**src/rtl/lcdp_pkg.sv**
```systemverilog
package lcdp_pkg;
    localparam int LCD_DATA_W = 8;
    localparam int CTL_W      = LCD_DATA_W + 3;

    // Packed so that bit 10 = enable, 9 = direction, 8 = select, 7:0 = data
    typedef struct packed {
        logic                  en;
        logic                  rw;
        logic                  rs;
        logic [LCD_DATA_W-1:0] data;
    } lcd_ctl_t;
endpackage

```
**src/rtl/lcdp_ctrl_reg.sv**
```systemverilog
module lcdp_ctrl_reg
    import lcdp_pkg::*;
(
    input  logic             clk,
    input  logic             rst_n,
    input  logic             wr_hit,
    input  logic [CTL_W-1:0] wdata,
    output lcd_ctl_t         ctl
);
    typedef struct packed {
        lcd_ctl_t ctl;
    } state_t;

    state_t st_d, st_q;

    always_comb begin
        st_d = st_q;
        if (wr_hit) begin
            st_d.ctl = lcd_ctl_t'(wdata);
        end
    end

    always_ff @(posedge clk or negedge rst_n) begin
        if (!rst_n) begin
            st_q <= '0;
        end else begin
            st_q <= st_d;
        end
    end

    assign ctl = st_q.ctl;
endmodule

```
**src/rtl/lcdp_in_sync.sv**
```systemverilog
module lcdp_in_sync #(
    parameter int WIDTH  = 8,
    parameter int STAGES = 2
) (
    input  logic             clk,
    input  logic             rst_n,
    input  logic [WIDTH-1:0] din,
    output logic [WIDTH-1:0] dout
);
    typedef struct packed {
        logic [STAGES-1:0][WIDTH-1:0] stage;
    } state_t;

    state_t st_d, st_q;

    always_comb begin
        st_d = st_q;
        st_d.stage[0] = din;
        for (int i = 1; i < STAGES; i++) begin
            st_d.stage[i] = st_q.stage[i-1];
        end
    end

    always_ff @(posedge clk or negedge rst_n) begin
        if (!rst_n) begin
            st_q <= '0;
        end else begin
            st_q <= st_d;
        end
    end

    assign dout = st_q.stage[STAGES-1];
endmodule

```
**src/rtl/lcdp_read_mux.sv**
```systemverilog
module lcdp_read_mux
    import lcdp_pkg::*;
(
    input  logic                  rd_hit,
    input  lcd_ctl_t              ctl,
    input  logic [LCD_DATA_W-1:0] pins_sync,
    output logic [LCD_DATA_W-1:0] rdata,
    output logic                  rd_invalid
);
    always_comb begin
        rdata      = '0;
        rd_invalid = 1'b0;
        if (rd_hit) begin
            if (ctl.rw) begin
                rdata = pins_sync;
            end else begin
                rdata      = ctl.data;
                rd_invalid = 1'b1;
            end
        end
    end
endmodule

```
**src/rtl/lcdp_bus_port.sv**
```systemverilog
module lcdp_bus_port
    import lcdp_pkg::*;
#(
    parameter int              ADDR_W      = 8,
    parameter logic [ADDR_W-1:0] PORT_ADDR = 8'h0A,
    parameter int              SYNC_STAGES = 2
) (
    input  logic                  clk,
    input  logic                  rst_n,
    input  logic [ADDR_W-1:0]     io_addr,
    input  logic                  io_wr,
    input  logic                  io_rd,
    input  logic [CTL_W-1:0]      io_wdata,
    output logic [LCD_DATA_W-1:0] io_rdata,
    output logic                  io_rd_invalid,
    output logic [LCD_DATA_W-1:0] lcd_db_out,
    output logic                  lcd_db_oe,
    input  logic [LCD_DATA_W-1:0] lcd_db_in,
    output logic                  lcd_rs,
    output logic                  lcd_rw,
    output logic                  lcd_en
);
    logic                  addr_hit;
    logic                  wr_hit;
    logic                  rd_hit;
    lcd_ctl_t              ctl;
    logic [LCD_DATA_W-1:0] pins_sync;

    assign addr_hit = (io_addr == PORT_ADDR);
    assign wr_hit   = addr_hit && io_wr;
    assign rd_hit   = addr_hit && io_rd;

    lcdp_ctrl_reg u_reg (
        .clk   (clk),
        .rst_n (rst_n),
        .wr_hit(wr_hit),
        .wdata (io_wdata),
        .ctl   (ctl)
    );

    lcdp_in_sync #(
        .WIDTH (LCD_DATA_W),
        .STAGES(SYNC_STAGES)
    ) u_sync (
        .clk  (clk),
        .rst_n(rst_n),
        .din  (lcd_db_in),
        .dout (pins_sync)
    );

    lcdp_read_mux u_rmux (
        .rd_hit    (rd_hit),
        .ctl       (ctl),
        .pins_sync (pins_sync),
        .rdata     (io_rdata),
        .rd_invalid(io_rd_invalid)
    );

    assign lcd_db_out = ctl.data;
    assign lcd_db_oe  = ~ctl.rw;
    assign lcd_rs     = ctl.rs;
    assign lcd_rw     = ctl.rw;
    assign lcd_en     = ctl.en;
endmodule

```
**config.mk**
```make
export PLATFORM = sky130hd
export DESIGN_NAME = lcdp_bus_port
export DESIGN_NICKNAME = d
export VERILOG_FILES = /design/src/rtl/lcdp_pkg.sv /design/src/rtl/lcdp_ctrl_reg.sv /design/src/rtl/lcdp_in_sync.sv /design/src/rtl/lcdp_read_mux.sv /design/src/rtl/lcdp_bus_port.sv
export SDC_FILE = /design/constraint.sdc
export NUM_CORES = 1
export LEC_CHECK = 0
export BUFFER_PORTS_ARGS = -buffer_cell sky130_fd_sc_hd__buf_2
export CAP_MARGIN = 20
export CORE_UTILIZATION = 39
export CTS_CLUSTER_SIZE = 20
export DETAILED_ROUTE_END_ITERATION = 6
export PLACE_DENSITY = 0.73
export SLEW_MARGIN = 20
export SYNTH_ARGS = -nofsm -noshare
export SYNTH_HDL_FRONTEND = slang
export SYNTH_SLANG_ARGS = --single-unit
```
**constraint.sdc**
```tcl
create_clock -name clk -period 0.83 [get_ports clk]
set_input_delay 0.0415 -clock clk [delete_from_list [all_inputs] [get_ports clk]]
set_output_delay 0.0415 -clock clk [all_outputs]
set_load 0.05 [all_outputs]
```
==> impl_metrics.toml, run 1 <==
[synth]
syn_nets = 93
syn_area_um2 = 1030
synth_seq_area_share = 0.659
ys_warn_count = 0
synth-simple-area-share = 0.0866
synth_top_area_share = 0.659
synth_compound_area_frac = 0
postSynthAreaPerCell_um2 = 16.5
synthAdderAreaFrac = 0
synthXorXnorAreaFrac = 0
ys_seq_elements = 27
synth_top_family_by_area = "multiplexers"
netlist_top_cells_area = "dfrtp_1 66%, mux2_4 15%, mux2i_1 7.8%, nor2_1 2.9%, nor4_4 2.1%"
yosysTopAreaCell = "dfrtp_1"
synthMuxAreaShare = 0.235
syn_inst = 62
synth.distinct_cells = 13

[min_path]
min_path_type = "primary input to async pin"

[route]
drtAntennaViolNets = 0
routed_wirelength_um = 2630
drt-pass1-iter-count = 2
viasPerCell = 4.66
vias = 839
drt_iter0_drc = 2
drc = 0
wl_per_cell_um = 14.6

[timing]
hold_viol_final = 0
fin_crit_ns = 1.46
skew_ns = 0.000408
tightestPinTransition_ns = 0.294
final.setup.tns_ns = -9.57
max_freq_ghz = 0.686
period_share = 1.76
finalSetupViolations = 31
max-slew-margin-rel = 0.802
slew_viol_final = 0
rsz0062_at_grt = "yes"
worst_slack_ns = -0.628

[cts]
cts_tree = "built"
insertion_delay_ns = 0.33
cts_buffers = 3
h-tree-depth = 1
path_clk_slew_ns = 0.16
clockBufferDepth = 2
clkSinkCount = 27
cts_root_buf = "clkbuf_4"

[finish]
design_area_um2 = 2080
final_cell_mix = "29 x buf_2, 24 x dfrtp_1, 20 x dlygate4sd3_1"
antenna_cells = 0
final_common_cell = "buf_2"
seqCellArea_um2 = 679
nets = 182
drive_above_1_share = 0.707
utilization = 0.839
multi_input_area_um2 = 497
fillers = 133
area.growth.synth_to_final_pct = 103
fin_cells = 180

[place]
hpwl_um = 1470
gp_congestion = 0.630
placement.io_buffers = 51
dp.cells = 148
post_dp_cell_area_um2 = 1470

[setup_path]
cp-start-kind = "flip-flop"
path_buf_inv = 2
cp_cell_sequence = "buf_6 -> mux2i_4 -> nor2_4 -> buf_8"
worstRegToRegCells = 3
r2r_start = "u_reg.ctl[4]"
cp-startpoint = "u_reg.ctl[9]"
path_class = "flip-flop to primary output"
worstSetupEndpointType = "primary output"
critPathTopFamily = "flip-flops"
required_ns = 0.79
reg2reg_slack_ns = -0.20
critPathMaxStageDelay_ns = 0.48
cp_data_arrival_time_ns = 1.42
crit_slowest_cell = "dfrtp_2"
r2r-end = "u_reg.ctl[4]"
worst-path-max-fanout = 5

[grt]
grt_max_degree = 18
overflow = 0
grt_usage = 0.215
grt_pass1_wl_um = 4010
grt_pass1_vias = 910
grt_antenna_before_repair = 0

[die]
dieHeight_um = 53.3
core_area_um2 = 2480
rows = 18
dieArea_um2 = 2840
initial_utilization = 0.414
io_pins = 52
fp.dieW_um = 53.3

[run_status]
failed_checks = "setup timing"
outcome = "complete, but fails checks"

[power_and_ir_drop]
ir_worst_vdd_mv = 1.22
p_leak_nw = 0.942
finalPower_mw = 2.61
powerDensity_nw_per_um2 = 1260

[flow_run]
drv_cap = 0
-- state kept, by name, indices dropped and copies added (netlist names) --
| signal | count |
|---|---|
| u_reg.ctl | 11 |
| u_sync.dout | 8 |
| u_sync.st_d | 8 |
-- cell families (layout without fill, tap and decap cells) --
group / after synthesis / after routing
flops: 27 / 27
buf+inv: 3 / 91
simple gates: 13 / 13
mux: 19 / 19
-- final cells by class --
class,count,area share
clock inverters,1,0.00361
flip-flops and latches,27,0.327
multi-input cells,32,0.239
inverters,1,0.00361
clock buffers,3,0.0108
well taps,30,0.0181
repair buffers,86,0.398
-- repair_timing --
action                     4_1_cts  5_1_grt
hold endpoints to repair        46        0
hold buffers                    20        0
gates resized for setup         72       10
setup buffers                    6        2
cloned                           0        0
setup endpoints to repair       32       32
pin swaps                        1        2
-- cell usage after synthesis --
library cell   n
dfrtp_1       27
mux2_4        10
mux2i_1        8
nor2_1         8
and4_2         1
and4bb_2       1
buf_2          1
buf_6          1
inv_1          1
mux2_2         1
nand3_1        1
nand3_2        1
nor4_4         1
-- layer usage --
| layer | part of all wire | track usage |
|---|---|---|
| met2 | 0.57 | 0.417 |
| met5 | 0 | 0 |
| met4 | 0.017 | 0.105 |
| met3 | 0.063 | 0.0402 |
| met1 | 0.35 | 0.211 |
-- worst register-to-register path, stage by stage, from the launching register on --
cell and delay [ns]:
dfrtp_1 0.45, buf_6 0.14, buf_6 0.10, mux2_4 0.24
-- worst max path at each step --
stage / endpoint / slack [ns] / cells past startpoint
finish: io_rdata[4] / -0.63 / 4
global route: io_rdata[3] / -0.69 / 4
CTS: io_rdata[4] / -0.60 / 4
detailed placement: u_reg.ctl[2] / -0.43 / 5
global placement: u_reg.ctl[9] / -0.39 / 5
floorplan: io_rd_invalid / -0.46 / 3
-- through the flow --
step / worst slack (ns) / hold slack, ns
after global routing: -0.691 / 0.124
after detailed placement: -0.435 / -0.0608
after global placement: -0.386 / -0.0713
after floorplan: -0.461 / -0.254
final: -0.628 / 0.0998
after CTS: -0.600 / 0.105
-- power by group --
group | total [mW] | internal [mW] | switching, mW | leakage (nW)
logic | 0.582 | 0.329 | 0.253 | 0.595
registers | 1.44 | 1.38 | 0.0543 | 0.333
clock network | 0.596 | 0.185 | 0.411 | 0.0139
Note: power is estimated with default switching activity, not from simulation.
==> run 2: changes to the inputs <==
--- a/config.mk
+++ b/config.mk
@@ -7,10 +7,12 @@
 export LEC_CHECK = 0
 export BUFFER_PORTS_ARGS = -buffer_cell sky130_fd_sc_hd__buf_2
 export CAP_MARGIN = 20
-export CORE_UTILIZATION = 39
+export CORE_UTILIZATION = 43
 export CTS_CLUSTER_SIZE = 20
 export DETAILED_ROUTE_END_ITERATION = 6
-export PLACE_DENSITY = 0.73
+export PLACE_DENSITY = 0.76
+export SETUP_SLACK_MARGIN = 0.02
+export SKIP_CTS_REPAIR_TIMING = 1
 export SLEW_MARGIN = 20
 export SYNTH_ARGS = -nofsm -noshare
 export SYNTH_HDL_FRONTEND = slang
==> constraint.sdc (replaced) <==
create_clock -name clk -period 1.55 [get_ports clk]
set_input_delay 0.0775 -clock clk [delete_from_list [all_inputs] [get_ports clk]]
set_output_delay 0.0775 -clock clk [all_outputs]
set_load 0.05 [all_outputs]
==> impl_metrics.toml, run 2 (synthesis results as in run 1) <==
[route]
drt_iter0_drc = 6
drc = 0
viasPerCell = 4.73
wl_per_cell_um = 13.9
routed_wirelength_um = 2320
drt-pass1-iter-count = 3
drtAntennaViolNets = 0
vias = 790

[cts]
path_clk_slew_ns = 0.15
h-tree-depth = 1
clockBufferDepth = 2
insertion_delay_ns = 0.33
cts_root_buf = "clkbuf_4"
clkSinkCount = 27
cts_tree = "built"
cts_buffers = 3

[run_status]
outcome = "finished, final reports clean"

[power_and_ir_drop]
finalPower_mw = 1.28
powerDensity_nw_per_um2 = 793
ir_worst_vdd_mv = 0.740
p_leak_nw = 0.808

[flow_run]
drv_cap = 0

[grt]
grt_max_degree = 28
overflow = 0
grt_pass1_vias = 684
grt_antenna_before_repair = 0
grt_usage = 0.163
grt_pass1_wl_um = 2870

[setup_path]
path_class = "flip-flop to primary output"
crit_slowest_cell = "dfrtp_2"
cp-start-kind = "flip-flop"
cp_data_arrival_time_ns = 1.40
worstRegToRegCells = 2
cpMostUsedCell = "clkbuf_4"
worstSetupEndpointType = "primary output"
worst-path-max-fanout = 5
required_ns = 1.47
critPathMaxStageDelay_ns = 0.45
cp_cell_sequence = "clkbuf_4 -> mux2i_1 -> nor2_2 -> clkbuf_4"

[place]
hpwl_um = 1390
gp_congestion = 0.638
placement.io_buffers = 51
place_ws_ns = 0.268

[die]
io_pins = 52
dieHeight_um = 50.8
core_area_um2 = 2230
initial_utilization = 0.459
rows = 17
fp.dieW_um = 50.8
dieArea_um2 = 2590

[finish]
final_cell_mix = "44 x buf_2, 26 x dfrtp_1, 20 x dlygate4sd3_1"
final_common_cell = "buf_2"
multi_input_area_um2 = 350
seqCellArea_um2 = 677
largest_reg_flops = 11
antenna_cells = 0
nets = 171
area.growth.synth_to_final_pct = 57.4
fillers = 156
drive_above_1_share = 0.604

[timing]
period_share = 0.956
max-slew-margin-rel = 0.618
finalSetupViolations = 0
slew_viol_final = 0
holdWs_ns = 0.257
rsz0062_at_grt = "yes"
tightestPinTransition_ns = 0.573
worst_slack_ns = 0.0678
max_freq_ghz = 0.675
fin_crit_ns = 1.48
hold_viol_final = 0
skew_ns = 0.0135

[min_path]
min_path_type = "primary input to async pin"
[run 2: cell types whose count changed in the layout (fill, tap and decap cells not counted), sizes merged]
cell    change
clkbuf      +5
buf        -16
[run 2: metrics by stage]
step,instance area (um^2),utilization,TNS (ns),std cells
6_report,1620,0.723,0,167
5_1_grt,1620,0.723,0,167
4_1_cts,1370,0.613,-0.0441,145
3_5_place_dp,1340,0.600,0,141
3_3_place_gp,1340,0.600,0,141
2_1_floorplan,1050,-,0,62
[run 2: critical path, delay by kind of cell (launching register included)]
kind / cells / cell delay [ns]
mux: 1 / 0.13
flops: 1 / 0.45
simple gates: 1 / 0.08
buf+inv: 2 / 0.41
[run 2: path summary, 6_finish.rpt]
| path | slack (ns) | startpoint | end |
|---|---|---|---|
| max | 0.07 | u_reg.ctl[9] | io_rdata[2] |
| min | 0.26 | rst_n | u_sync.st_d[15] |
| max reg2reg | 0.57 | u_reg.ctl[9] | u_reg.ctl[9] |
| max in group asynchronous | 0.89 | rst_n | u_reg.ctl[9] |
| min in group clk | 0.31 | io_wr | u_reg.ctl[8] |
| min reg2reg | 0.37 | u_sync.st_d[13] | u_sync.dout[5] |
[run 2: routing by layer]
metal	routed length, um	track usage	up-vias
met5	0	0	-
met4	46	0.125	0
met3	122	0.0208	4
met2	1320	0.287	37
met1	838	0.176	383
li1	-	-	366
[run 2: layout make-up]
| class | count | area share |
|---|---|---|
| well taps | 28 | 0.0217 |
| clock inverters | 1 | 0.00465 |
| inverters | 1 | 0.00465 |
| repair buffers | 75 | 0.319 |
| clock buffers | 3 | 0.0139 |
| flip-flops and latches | 27 | 0.419 |
| multi-input cells | 32 | 0.217 |
[run 2: power breakdown]
| part | switching, mW | internal (mW) |
|---|---|---|
| combinational | 0.113 | 0.105 |
| clock | 0.209 | 0.0988 |
| sequential | 0.0164 | 0.739 |
| total | 0.339 | 0.943 |
